--- src/rtl/synth_prog_pkg.sv ---
// Package: shared types and constants for the synthesizer programmer.
// Assumes the control part of the frame is a fixed 13 bits after the dividers.
package synth_prog_pkg;

    // Sequencer phases of one programming cycle
    typedef enum logic [2:0] {
        SEQ_IDLE  = 3'd0,
        SEQ_SETUP = 3'd1,
        SEQ_LOW   = 3'd2,
        SEQ_HIGH  = 3'd3,
        SEQ_TRAIL = 3'd4,
        SEQ_DONE  = 3'd5
    } seq_state_e;

    // Bits in the frame after the two dividers
    localparam int CTRL_BITS = 13;

    // Total frame length for a given divider width
    function automatic int frame_len(input int div_w);
        return 2 * div_w + CTRL_BITS;
    endfunction

endpackage

--- src/rtl/synth_frame_build.sv ---
// Module: checks the parameter set and assembles the programming frame.
// Pure combinational logic. Frame bit 0 goes out first. Assumes SEL_W >= 4.
module synth_frame_build
    import synth_prog_pkg::*;
#(
    parameter int DIV_W   = 7,
    parameter int SEL_W   = 4,
    parameter int DIV_MIN = 3,
    localparam int FRAME_LEN = frame_len(DIV_W)
) (
    input  logic [DIV_W-1:0]     fb_div,
    input  logic [DIV_W-1:0]     ref_div,
    input  logic [SEL_W-1:0]     vco_sel,
    input  logic [SEL_W-1:0]     out_div,
    output logic                 legal,
    output logic [FRAME_LEN-1:0] frame
);

    localparam logic [DIV_W-1:0] LOW_LIMIT = DIV_W'(DIV_MIN);
    localparam logic [SEL_W-1:0] SEL_ONE   = SEL_W'(1);
    localparam logic [SEL_W-1:0] SEL_TWO   = SEL_W'(2);
    localparam logic [SEL_W-1:0] SEL_FOUR  = SEL_W'(4);
    localparam logic [SEL_W-1:0] SEL_EIGHT = SEL_W'(8);
    localparam int CTRL_BASE = 2 * DIV_W;

    logic div_ok;
    logic vco_ok;
    logic odiv_ok;
    logic vco_bit;
    logic odiv_b0;
    logic odiv_b1;
    logic [CTRL_BITS-1:0] ctrl;

    // Range checks on every field
    always_comb begin
        div_ok  = (fb_div >= LOW_LIMIT) && (ref_div >= LOW_LIMIT);
        vco_ok  = (vco_sel == SEL_ONE) || (vco_sel == SEL_EIGHT);
        odiv_ok = (out_div == SEL_ONE) || (out_div == SEL_TWO) ||
                  (out_div == SEL_FOUR) || (out_div == SEL_EIGHT);
        legal   = div_ok && vco_ok && odiv_ok;
    end

    // Encoded control bits
    always_comb begin
        vco_bit = (vco_sel == SEL_EIGHT);
        odiv_b0 = (out_div == SEL_TWO) || (out_div == SEL_EIGHT);
        odiv_b1 = (out_div == SEL_FOUR) || (out_div == SEL_EIGHT);
        // index 0 is sent first: vco, 1, 1, r0, r1, clk on, div off, 1,0,1,0,0,0
        ctrl = {6'b000101, 1'b0, 1'b1, odiv_b1, odiv_b0, 1'b1, 1'b1, vco_bit};
    end

    // Place the divider bits, LSB first, feedback before reference
    for (genvar gi = 0; gi < DIV_W; gi++) begin : g_div_bits
        assign frame[gi]         = fb_div[gi];
        assign frame[DIV_W + gi] = ref_div[gi];
    end

    // Place the control bits after the dividers
    for (genvar gc = 0; gc < CTRL_BITS; gc++) begin : g_ctrl_bits
        assign frame[CTRL_BASE + gc] = ctrl[gc];
    end

endmodule

--- src/rtl/synth_phase_timer.sv ---
// Module: counts HALF_PER cycles per serial half period while enabled.
// Clears to zero whenever it is not running. Synchronous active-low reset.
module synth_phase_timer #(
    parameter int HALF_PER = 2,
    localparam int CW = (HALF_PER > 1) ? $clog2(HALF_PER) : 1
) (
    input  logic clk,
    input  logic rst_n,
    input  logic run,
    output logic tick
);

    localparam logic [CW-1:0] LAST = CW'(HALF_PER - 1);

    logic [CW-1:0] cnt;

    // Phase end marker
    assign tick = run && (cnt == LAST);

    // Free-running counter inside a phase
    always_ff @(posedge clk) begin
        if (!rst_n) begin
            cnt <= '0;
        end else if (!run || tick) begin
            cnt <= '0;
        end else begin
            cnt <= cnt + CW'(1);
        end
    end

endmodule

--- src/rtl/synth_seq_ctrl.sv ---
// Module: sequencer for setup, per-bit low/high phases, trailing gap and done.
// Assumes the legal flag is valid in the cycle the load strobe is high.
module synth_seq_ctrl
    import synth_prog_pkg::*;
#(
    parameter int FRAME_LEN = 27,
    localparam int BW = $clog2(FRAME_LEN)
) (
    input  logic       clk,
    input  logic       rst_n,
    input  logic       load,
    input  logic       legal,
    input  logic       tick,
    output seq_state_e state,
    output logic       run,
    output logic       capture,
    output logic       shift,
    output logic       err
);

    localparam logic [BW-1:0] LAST_BIT = BW'(FRAME_LEN - 1);

    seq_state_e    nxt;
    logic [BW-1:0] bit_idx;
    logic          last_bit;

    // Timer runs in every timed phase
    assign run      = (state == SEQ_SETUP) || (state == SEQ_LOW) ||
                      (state == SEQ_HIGH)  || (state == SEQ_TRAIL);
    assign capture  = (state == SEQ_IDLE) && load && legal;
    assign last_bit = (bit_idx == LAST_BIT);
    assign shift    = (state == SEQ_HIGH) && tick && !last_bit;

    // Next-state decision
    always_comb begin
        nxt = state;
        unique case (state)
            SEQ_IDLE:  if (capture) nxt = SEQ_SETUP;
            SEQ_SETUP: if (tick)    nxt = SEQ_LOW;
            SEQ_LOW:   if (tick)    nxt = SEQ_HIGH;
            SEQ_HIGH:  if (tick)    nxt = last_bit ? SEQ_TRAIL : SEQ_LOW;
            SEQ_TRAIL: if (tick)    nxt = SEQ_DONE;
            SEQ_DONE:               nxt = SEQ_IDLE;
            default:                nxt = SEQ_IDLE;
        endcase
    end

    // State register
    always_ff @(posedge clk) begin
        if (!rst_n) state <= SEQ_IDLE;
        else        state <= nxt;
    end

    // Bit position within the frame
    always_ff @(posedge clk) begin
        if (!rst_n)       bit_idx <= '0;
        else if (capture) bit_idx <= '0;
        else if (shift)   bit_idx <= bit_idx + BW'(1);
    end

    // Error flag, updated only by a load taken while idle
    always_ff @(posedge clk) begin
        if (!rst_n)                        err <= 1'b0;
        else if (state == SEQ_IDLE && load) err <= !legal;
    end

endmodule

--- src/rtl/synth_frame_shift.sv ---
// Module: holds the captured frame and presents one bit at a time.
// Bit 0 is presented first; a shift moves the next bit into place.
module synth_frame_shift #(
    parameter int FRAME_LEN = 27
) (
    input  logic                 clk,
    input  logic                 rst_n,
    input  logic                 capture,
    input  logic                 shift,
    input  logic [FRAME_LEN-1:0] frame_in,
    output logic                 cur_bit
);

    logic [FRAME_LEN-1:0] sh;

    assign cur_bit = sh[0];

    // Load or shift toward bit 0
    always_ff @(posedge clk) begin
        if (!rst_n)       sh <= '0;
        else if (capture) sh <= frame_in;
        else if (shift)   sh <= {1'b0, sh[FRAME_LEN-1:1]};
    end

endmodule

--- src/rtl/synth_prog.sv ---
// Module: top of the synthesizer serial programmer.
// Checks the values, then sends the frame with the enable line dropped.
// Outputs are decoded from registered state only. Sync active-low reset.
module synth_prog
    import synth_prog_pkg::*;
#(
    parameter int DIV_W    = 7,
    parameter int SEL_W    = 4,
    parameter int DIV_MIN  = 3,
    parameter int HALF_PER = 2
) (
    input  logic             clk,
    input  logic             rst_n,
    input  logic             load_i,
    input  logic [DIV_W-1:0] fb_div_i,
    input  logic [DIV_W-1:0] ref_div_i,
    input  logic [SEL_W-1:0] vco_sel_i,
    input  logic [SEL_W-1:0] out_div_i,
    output logic             sdata_o,
    output logic             sclk_o,
    output logic             oe_o,
    output logic             err_o,
    output logic             done_o
);

    localparam int FRAME_LEN = frame_len(DIV_W);

    logic                 legal;
    logic [FRAME_LEN-1:0] frame;
    logic                 tick;
    logic                 run;
    logic                 capture;
    logic                 shift;
    logic                 cur_bit;
    seq_state_e           state;

    synth_frame_build #(
        .DIV_W  (DIV_W),
        .SEL_W  (SEL_W),
        .DIV_MIN(DIV_MIN)
    ) u_build (
        .fb_div (fb_div_i),
        .ref_div(ref_div_i),
        .vco_sel(vco_sel_i),
        .out_div(out_div_i),
        .legal  (legal),
        .frame  (frame)
    );

    synth_phase_timer #(
        .HALF_PER(HALF_PER)
    ) u_timer (
        .clk  (clk),
        .rst_n(rst_n),
        .run  (run),
        .tick (tick)
    );

    synth_seq_ctrl #(
        .FRAME_LEN(FRAME_LEN)
    ) u_ctrl (
        .clk    (clk),
        .rst_n  (rst_n),
        .load   (load_i),
        .legal  (legal),
        .tick   (tick),
        .state  (state),
        .run    (run),
        .capture(capture),
        .shift  (shift),
        .err    (err_o)
    );

    synth_frame_shift #(
        .FRAME_LEN(FRAME_LEN)
    ) u_shift (
        .clk     (clk),
        .rst_n   (rst_n),
        .capture (capture),
        .shift   (shift),
        .frame_in(frame),
        .cur_bit (cur_bit)
    );

    // Output decode from the sequencer phase
    always_comb begin
        oe_o    = (state == SEQ_IDLE) || (state == SEQ_DONE);
        sclk_o  = (state == SEQ_HIGH);
        sdata_o = ((state == SEQ_LOW) || (state == SEQ_HIGH)) && cur_bit;
        done_o  = (state == SEQ_DONE);
    end

endmodule

--- config.mk ---
export PLATFORM = sky130hd
export DESIGN_NAME = synth_prog
export DESIGN_NICKNAME = d
export VERILOG_FILES = /design/src/rtl/synth_prog_pkg.sv /design/src/rtl/synth_frame_build.sv /design/src/rtl/synth_phase_timer.sv /design/src/rtl/synth_seq_ctrl.sv /design/src/rtl/synth_frame_shift.sv /design/src/rtl/synth_prog.sv
export SDC_FILE = /design/constraint.sdc
export NUM_CORES = 1
export LEC_CHECK = 0
export ABC_CLOCK_PERIOD_IN_PS = 2700
export CELL_PAD_IN_SITES_DETAIL_PLACEMENT = 0
export CELL_PAD_IN_SITES_GLOBAL_PLACEMENT = 1
export CORE_ASPECT_RATIO = 1.75
export CORE_MARGIN = 2
export CORE_UTILIZATION = 43
export DETAILED_ROUTE_END_ITERATION = 16
export PLACE_DENSITY_LB_ADDON = 0.2
export SKIP_LAST_GASP = 1
export SYNTH_ARGS = -nofsm -noshare
export SYNTH_HDL_FRONTEND = slang
export SYNTH_HIERARCHICAL = 1
export SYNTH_SLANG_ARGS = --single-unit
--- constraint.sdc ---
create_clock -name clk -period 2.7 [get_ports clk]
set_clock_uncertainty 0.15 [all_clocks]
set_input_delay 0.54 -clock clk [delete_from_list [all_inputs] [get_ports clk]]
set_output_delay 0.54 -clock clk [all_outputs]
set_load 0.005 [all_outputs]
======== Word-level counts from Yosys, hierarchy flattened ========
Cells that the tools add are included.
cells by class
  add/subtract/negate cells ............... 2
  $lt $le $gt $ge ......................... 2
  equal/unequal tests ..................... 17
  multiplexer cells ....................... 9
  bitwise logic cells ..................... 1
  reduce and logical (&&, ||, !) cells .... 29
operator list
  operator                                                                  number
  24-bit 2-to-1 mux                                                         2
  3-bit 2-to-1 mux                                                          6
  3-bit one-hot mux with 5 select lines                                     1
  7-bit by 2-bit >= comparator with 1-bit output (second input constant)    2
  1-bit logical OR                                                          12
  1-bit logical AND                                                         9
  4-bit by 1-bit == test with 1-bit output (second input constant)          2
  4-bit == test (second input constant)                                     2
  2-bit by 1-bit inequality test with 1-bit output (second input constant)  4
  3-bit by 2-bit == test with 1-bit output (second input constant)          2
  3-bit == test (second input constant)                                     2
  5-bit by 1-bit adder with 5-bit output (second input constant)            1
  5-bit == test (second input constant)                                     1
  5-bit AND reduction                                                       1
  4-bit by 2-bit == test with 1-bit output (second input constant)          1
  4-bit by 3-bit == test with 1-bit output (second input constant)          1
  2-bit OR reduction                                                        2
  3-bit by 1-bit == test with 1-bit output (second input constant)          1
  1-bit logical NOT                                                         3
  3-bit logical NOT                                                         1
  2-bit inequality test (second input constant)                             1
  2-bit nonzero test                                                        1
  1-bit adder (second input constant)                                       1
  1-bit NOT                                                                 1
storage, ports and cells
  flip-flop bits (word level) ............. 34
  input bits .............................. 25
  output and inout bits ................... 5
  logic and storage cells ................. 66

======== Longest topological paths before layout ========
Gate-level depths: netlist of run 1.
  depth after elaboration ................. 9
  gate-level depth with buffers ........... 10
  gate-level depth less buffers ........... 7

======== Modules after synthesis ========
The synthesis of run 1 kept the hierarchy.
by module, submodules not included
  module             instances  cells an instance  area each (µm²)  sequential area each (µm²)
  synth_frame_shift  1          119                1440.1           540.5
  synth_seq_ctrl     1          56                 489.2            180.2
  synth_frame_build  1          46                 335.3            0.0
  synth_prog         1          6                  42.5             0.0
  synth_phase_timer  1          3                  36.3             20.0

======== Worst setup path after synthesis of run 1 ========
No wires, ideal clock.
  path type ............................... register to register
  start point ............................. register u_ctrl.state[1]
  end point ............................... register u_shift.sh[10]
  arrival ................................. 2.118 ns
  required time ........................... 2.434 ns
  slack ................................... 0.315 ns
  stages on the path, launching flop included .. 11
  clock period less this slack ............ 2.385 ns
  cells stage by stage .................... dfxtp_1 nor2_1 xnor2_1 and2_2 nand4b_1 clkbuf_1 nor2_1 buf_6 buf_6 mux2_4 o211a_1
on the way
  cells in the longest elaborated chain, start to end .. 8
  elaborated cells on any way between the ends .. 15
  those cells by class .................... 4 x eq/ne; 1 x mux; 10 x reduce/logical
RTL lines
  item                                                                                                         line                     RTL
  from (decl)                                                                                                  synth_seq_ctrl.sv:14     output seq_state_e state,
  from (signal assigned)                                                                                       synth_seq_ctrl.sv:51     else state <= nxt;
  3-bit by 1-bit == test with 1-bit output / 3-bit by 2-bit == test with 1-bit output (equally long branches)  synth_seq_ctrl.sv:28     assign run = (state == SEQ_SETUP) || (state == SEQ_LOW) ||
  1-bit logical OR (2 in a row)                                                                                synth_seq_ctrl.sv:28
  1-bit logical OR *                                                                                           synth_seq_ctrl.sv:29     (state == SEQ_HIGH) || (state == SEQ_TRAIL);
  via run                                                                                                      synth_prog.sv:31         logic run;
  1-bit logical AND *                                                                                          synth_phase_timer.sv:18  assign tick = run && (cnt == LAST);
  via tick                                                                                                     synth_prog.sv:30         logic tick;
  1-bit logical AND * (2 in a row)                                                                             synth_seq_ctrl.sv:32     assign shift = (state == SEQ_HIGH) && tick && !last_bit;
  via shift                                                                                                    synth_prog.sv:33         logic shift;
  2-bit nonzero test (no source line) *                                                                        --
  to (signal assigned)                                                                                         synth_frame_shift.sv:21  else if (capture) sh <= frame_in;
  to (signal assigned)                                                                                         synth_frame_shift.sv:22  else if (shift) sh <= {1'b0, sh[FRAME_LEN-1:1]};
  to (decl)                                                                                                    synth_frame_shift.sv:14  logic [FRAME_LEN-1:0] sh;
Mark *: on every way through the listed nets, which the timed path passes. The rest lies on a longest branch.
A chain may end at the register's enable or synchronous reset.

======== Final worst setup path of run 1 ========
  start point ............................. input port out_div_i[0]
  end point ............................... register u_shift.sh[18]
on the way
  cells in the longest elaborated chain, start to end .. 7
  elaborated cells on any way between the ends .. 12
  those cells by class .................... 4 x eq/ne; 1 x mux; 7 x reduce/logical
RTL lines
  item                                                                                                         line                     RTL
  from (decl)                                                                                                  synth_prog.sv:18         input logic [SEL_W-1:0] out_div_i,
  4-bit by 1-bit == test with 1-bit output / 4-bit by 2-bit == test with 1-bit output (equally long branches)  synth_frame_build.sv:38  odiv_ok = (out_div == SEL_ONE) || (out_div == SEL_TWO) ||
  1-bit logical OR (2 in a row)                                                                                synth_frame_build.sv:38
  1-bit logical OR *                                                                                           synth_frame_build.sv:39  (out_div == SEL_FOUR) || (out_div == SEL_EIGHT);
  1-bit logical AND *                                                                                          synth_frame_build.sv:40  legal = div_ok && vco_ok && odiv_ok;
  via legal                                                                                                    synth_prog.sv:28         logic legal;
  1-bit logical AND *                                                                                          synth_seq_ctrl.sv:30     assign capture = (state == SEQ_IDLE) && load && legal;
  via capture                                                                                                  synth_prog.sv:32         logic capture;
  24-bit 2-to-1 mux / 2-bit nonzero test (equally long branches)                                               --
Marks and branches as above.

==> flow_summary.json, run 1 <==
{
  "outcome": "complete, no violations",
  "coreArea_um2": 5260,
  "grt_overflow_total": 0,
  "dieArea_um2": 6080,
  "rows": 35,
  "synth_compound_area_frac": 0.169,
  "start_util": 0.446,
  "track_usage": 0.155,
  "ant_nets": 0,
  "max_clock_freq_mhz": 414,
  "synth_top_cell_area_share": 0.316,
  "io_pins": 30,
  "synthXorXnorAreaFrac": 0.0149,
  "postCtsSetupBuffers": 0,
  "clk_latency_ns": 0.28,
  "drv_slew": 0,
  "cts_tree": "done",
  "ctsHoldBuffers": 0,
  "clkSlewWorstSetupHoldPaths_ns": 0.07,
  "synth_cells": 230,
  "num-nets-final": 277,
  "timing.final.crit_share": 0.895,
  "grt.met1_usage": 0.192,
  "num_vias": 1597,
  "holdPathEnd": "u_ctrl/err",
  "syn_to_final_growth_pct": 15.3,
  "syn_avg_cell_area_um2": 10.2,
  "grt_pass1_vias": 1646,
  "synth_area_leaders": "dfxtp_1 (32%), mux2_4 (12%), o211a_1 (11%)",
  "drt_iter0_drc": 35,
  "dp_hpwl_um": 2930,
  "cp_max_fo": 22,
  "cts_buffers": 5,
  "antenna_found_initial": 0,
  "crit_arrival_ns": 2.45,
  "cts_buffer_depth": 2,
  "portBuffers": 29,
  "die_y_um": 102,
  "yosys-mux-area-fraction": 0.155,
  "hold_path.class": "flip-flop to flip-flop",
  "powerDensity_nw_per_um2": 426,
  "min_from": "u_ctrl/err",
  "rr_worst_depth": 8,
  "cp-end-kind": "flip-flop",
  "required_ns": 2.73,
  "synthAdderAreaFrac": 0.0107,
  "cts-root-buf": "clkbuf_8",
  "ys_seq_elements": 37,
  "fillers": 492,
  "synth_ff_type": "dfxtp_1",
  "drv_cap": 0,
  "synth_edf_count": 0,
  "cts_resized": 0,
  "grt-busiest-layer": "met2",
  "drc_errors": 0,
  "via_per_inst": 5.22,
  "syn_area_um2": 2340,
  "fin_hold_ws_ns": 0.327,
  "rr_endpoint": "u_shift/sh[1]",
  "insertedDiodeCount": 0,
  "start_kind": "input port",
  "power_mw": 1.15,
  "synthDistinctLibCells": 51,
  "ff2ff_setup_slack_ns": 0.39,
  "setup_viol": 0,
  "peakVddDrop_v": 0.000280,
  "period_needed_ns": 2.42,
  "dr.pass1.iters": 4,
  "drive_gt1_frac": 0.239,
  "clkSinkCount": 37,
  "yosys.area_share.simple": 0.193,
  "fp.dieW_um": 59.8,
  "ys_warn_count": 6,
  "p_leak_nw": 1.32,
  "place_congestion": 0.698,
  "critPathKind": "input port to flip-flop",
  "async_flop_share": 0,
  "grt_pass1_wl_um": 7380,
  "timing.rr.start": "u_ctrl/state[1]",
  "h-tree-depth": 2,
  "grt_use_met3": 0.0319,
  "synth_top_area_cell": "dfxtp_1",
  "ys_seq_area_frac": 0.316,
  "met2_usage": 0.258,
  "wl_um": 4160,
  "grt_max_degree": 28,
  "avgRoutedWirePerCell_um": 13.6,
  "hold_violations": 0,
  "rsz0062_at_grt": "false",
  "synth_top_family_by_area": "simple AND/OR/NAND/NOR gates",
  "whs_path_depth": 2
}
-- flip-flops by register name, indices dropped and copies added, names as in the netlist --
name	count
u_shift/sh	27
u_ctrl/bit_idx	5
u_ctrl/state	3
u_ctrl/err	1
u_timer/cnt	1
-- worst max-delay path, stage by stage --
cell and delay [ns]:
clkdlybuf4s50_1 0.45, nand2b_1 0.17, a211oi_2 0.21, o211ai_1 0.14, nor4_2 0.20, and2_1 0.21, buf_12 0.16, or2b_1 0.23
o211a_1 0.12
-- power by group --
| group | total, mW | leakage (nW) | switching [mW] | internal (mW) |
|---|---|---|---|---|
| Clock | 0.488 | 0.0585 | 0.187 | 0.301 |
| Combinational | 0.106 | 0.961 | 0.0382 | 0.0680 |
| Sequential | 0.556 | 0.299 | 0.00357 | 0.553 |
| Total | 1.15 | 1.32 | 0.229 | 0.922 |
-- synthesized netlist by cell type, types with 3 or more instances --
| master | n |
|---|---|
| nand2_1 | 6 |
| dfxtp_1 | 37 |
| mux2_4 | 19 |
| or2b_1 | 6 |
| a21oi_1 | 8 |
| buf_2 | 3 |
| nor2_1 | 5 |
| o21ai_0 | 5 |
| buf_4 | 29 |
| mux2_2 | 7 |
| o211a_1 | 26 |
| nand2b_1 | 22 |
| or3_1 | 4 |
| xnor2_1 | 4 |
| buf_6 | 4 |
-- worst max path at each step --
stage / startpoint / end / slack, ns / cells after the start
floorplan: u_ctrl/state[1] / u_shift/sh[10] / 0.32 / 10
global placement: out_div_i[3] / u_shift/sh[22] / 0.02 / 9
detailed placement: out_div_i[0] / u_shift/sh[22] / -0.02 / 9
CTS: out_div_i[0] / u_shift/sh[1] / 0.27 / 10
global route: out_div_i[3] / u_shift/sh[22] / 0.07 / 9
finish: out_div_i[0] / u_shift/sh[18] / 0.28 / 9
-- final cells by class --
type,count,area [um^2],area share
well taps,55,68.8,0.0255
inverters,2,8.76,0.00324
flip-flops and latches,37,741,0.274
clock inverters,1,30.0,0.0111
clock buffers,7,86.3,0.0319
multi-input cells,158,1310,0.486
repair buffers,46,455,0.169
-- through the flow --
step                      worst slack, ns  area, um^2  TNS [ns]  std cells  utilization
after floorplan                     0.315        2370         0        238            -
after global placement             0.0176        2590         0        298        0.492
after detailed placement          -0.0194        2590   -0.0595        298        0.492
after CTS                           0.275        2700         0        306        0.514
after global routing               0.0741        2700         0        306        0.514
final                               0.285        2700         0        306        0.514
-- metal layers --
metal  vias up  wire [um]  part of all wire
met2        28       2110              0.51
met5         -          0                 0
met3         4        172             0.041
met1       740       1820              0.44
li1        825          -                 -
met4         0         60             0.014
-- cells by family after synthesis --
logic type,Yosys count
and+or+nand+nor,69
AOI/OAI and AO/OA,47
buffers and inverters,43
DFF,37
muxes,26
xor gates and xnor gates,4
adders and majority gates,2
other,2
-- cells in the final DEF, fill, tap and decap left out, drive strengths merged, types with 4 or more instances in the layout --
cell type / n
a21oi: 9
xnor2: 4
dfxtp: 37
clkdlybuf4s50: 29
nor2: 5
or2b: 6
mux2: 26
o211a: 26
nand2: 6
conb: 10
o21ai: 5
buf: 17
nand2b: 22
clkbuf: 7
or3: 4
Power figures use the tool's default switching activity.
==> run 2, diff against run 1 <==
--- a/config.mk
+++ b/config.mk
@@ -13,6 +13,7 @@
 export CORE_UTILIZATION = 43
 export DETAILED_ROUTE_END_ITERATION = 16
 export PLACE_DENSITY_LB_ADDON = 0.2
+export REMOVE_ABC_BUFFERS = 1
 export SKIP_LAST_GASP = 1
 export SYNTH_ARGS = -nofsm -noshare
 export SYNTH_HDL_FRONTEND = slang
==> run 2 against run 1 <==
Effect of this change:
- count of clock-buffer cells in the layout unchanged
- flip-flop and latch count unchanged
- cell count up 0.33%
- hold slack better by 0.013 ns
- via count up 2.0%
- design area down 1.4%
- setup slack better by 0.024 ns
- sequential power about the same
- global-route usage down 0.52 points
- maximum frequency up 1.0%
- critical path depth unchanged
- register-to-register slack worse by 0.02 ns
==> flow_summary.json, run 2 (synthesis results as in run 1) <==
{
  "outcome": "complete, no violations",
  "cp_max_fo": 14,
  "largest_register_ff_count": 27,
  "portBuffers": 29,
  "cts_buffers": 5,
  "cts-root-buf": "clkbuf_8",
  "coreArea_um2": 5260,
  "pre_cts_ws_ns": -0.139,
  "placed_cells": 300,
  "p_switching_mw": 0.227,
  "timing.final.crit_share": 0.886,
  "final_cells": 307,
  "postCtsSetupBuffers": 0,
  "fp.dieW_um": 59.8,
  "seqPwrFrac": 0.531,
  "antenna_found_initial": 0,
  "clk_latency_ns": 0.29,
  "rows": 35,
  "drc_errors": 0,
  "drt_iter0_drc": 54,
  "max_clock_freq_mhz": 418,
  "required_ns": 2.73,
  "p_int_mw": 0.822,
  "reg.largest.list": "u_shift/sh (27), u_ctrl/bit_idx (5), u_ctrl/state (3)",
  "sw_frac_of_total": 0.216,
  "dp_hpwl_um": 3050,
  "p_leak_nw": 1.31,
  "start_util": 0.446,
  "period_needed_ns": 2.39,
  "via_per_inst": 5.31,
  "pwr-share-clk": 0.370,
  "ctsHoldBuffers": 0,
  "ant_nets": 0,
  "num-nets-final": 279,
  "pwr-share-comb": 0.099,
  "dr.pass1.iters": 4,
  "grt_pass1_vias": 1518,
  "power_mw": 1.05,
  "cp-end-kind": "flip-flop",
  "insertedDiodeCount": 0,
  "drv_cap": 0,
  "grt_overflow_total": 0,
  "syn_to_final_growth_pct": 13.7,
  "cts_tree": "done",
  "peakVddDrop_v": 0.000230,
  "hold_path.class": "flip-flop to flip-flop",
  "layout_commonest_cell": "dfxtp_1",
  "wl_um": 4140,
  "rsz0062_at_grt": "false",
  "powerDensity_nw_per_um2": 394,
  "start_kind": "input port",
  "track_usage": 0.150,
  "h-tree-depth": 2,
  "crit_arrival_ns": 2.42,
  "hold_violations": 0,
  "drv_slew": 0,
  "grt_max_degree": 28,
  "num_vias": 1629,
  "setup_ws_ns": 0.309,
  "drive_gt1_frac": 0.246,
  "cts_buffer_depth": 2,
  "critPathKind": "input port to flip-flop",
  "clkSlewWorstSetupHoldPaths_ns": 0.07,
  "io_pins": 30,
  "dieArea_um2": 6080,
  "final_cell_mix": "dfxtp_1 (37), clkdlybuf4s50_1 (29), o211a_1 (26)",
  "avgRoutedWirePerCell_um": 13.5,
  "place_congestion": 0.786,
  "clkSinkCount": 37,
  "die_y_um": 102,
  "grt_pass1_wl_um": 7000,
  "regMostFlops": "u_shift/sh",
  "setup_viol": 0,
  "fillers": 515
}
[run 2: changes by cell type in the layout (fill, tap and decap cells not counted)]
cell       delta
and2_2        +1
and2_1        -1
buf_12        -2
bufinv_16     -1
buf_4         +4
[run 2: worst max-delay path: stages]
cell and delay (ns):
clkdlybuf4s50_1 0.55, xnor2_1 0.11, nor3_2 0.15, o211ai_1 0.12
nor4_2 0.20, and2_2 0.31, buf_4 0.22, nand2b_1 0.09
o211a_1 0.13
[run 2: power groups by stage]
stage	Clock (mW)	Combinational, mW	Sequential, mW
CTS	0.402	0.105	0.557
floorplan	0	0.0382	0.568
global placement	0	0.105	0.569
detailed placement	0	0.104	0.570
finish	0.388	0.104	0.557
global route	0.428	0.114	0.557
[run 2: worst paths after layout]
path / from / end / slack [ns] / depth (start not counted)
worst max register to register: u_ctrl/state[1] / u_shift/sh[2] / 0.37 / 8
worst min-delay path: u_ctrl/err / u_ctrl/err / 0.34 / 2
worst max-delay path: out_div_i[3] / u_shift/sh[7] / 0.31 / 9
worst min register to register: u_ctrl/err / u_ctrl/err / 0.34 / 2
[run 2: repair_timing]
item	4_1_cts	5_1_grt
endpoints found under the hold margin	0	0
endpoints found under the setup margin	0	4
gates resized for setup	0	1
[run 2: layout make-up]
| cell class | instances | area, um^2 | area share |
|---|---|---|---|
| timing repair buffer | 48 | 445 | 0.167 |
| sequential | 37 | 741 | 0.278 |
| multi-input combinational | 158 | 1310 | 0.493 |
| tap | 55 | 68.8 | 0.0258 |
| clock buffer | 7 | 86.3 | 0.0324 |
| inverter | 2 | 8.76 | 0.00329 |
[run 2: per-stage QoR]
step / TNS, ns / instance area (um^2) / utilization / hold WS [ns]
2_1_floorplan: -25.28 / 2060 / - / 0.304
3_3_place_gp: -0.0656 / 2580 / 0.490 / 0.319
3_5_place_dp: -1.77 / 2580 / 0.490 / 0.326
4_1_cts: 0 / 2660 / 0.507 / 0.344
5_1_grt: 0 / 2660 / 0.507 / 0.366
6_report: 0 / 2660 / 0.507 / 0.341
[run 2: per-layer routing]
metal	vias to the layer above	routed length (um)	track usage
met4	0	65	0.0615
met2	31	2140	0.254
met5	-	0	0
met1	766	1810	0.176
met3	5	126	0.0345
li1	827	-	-
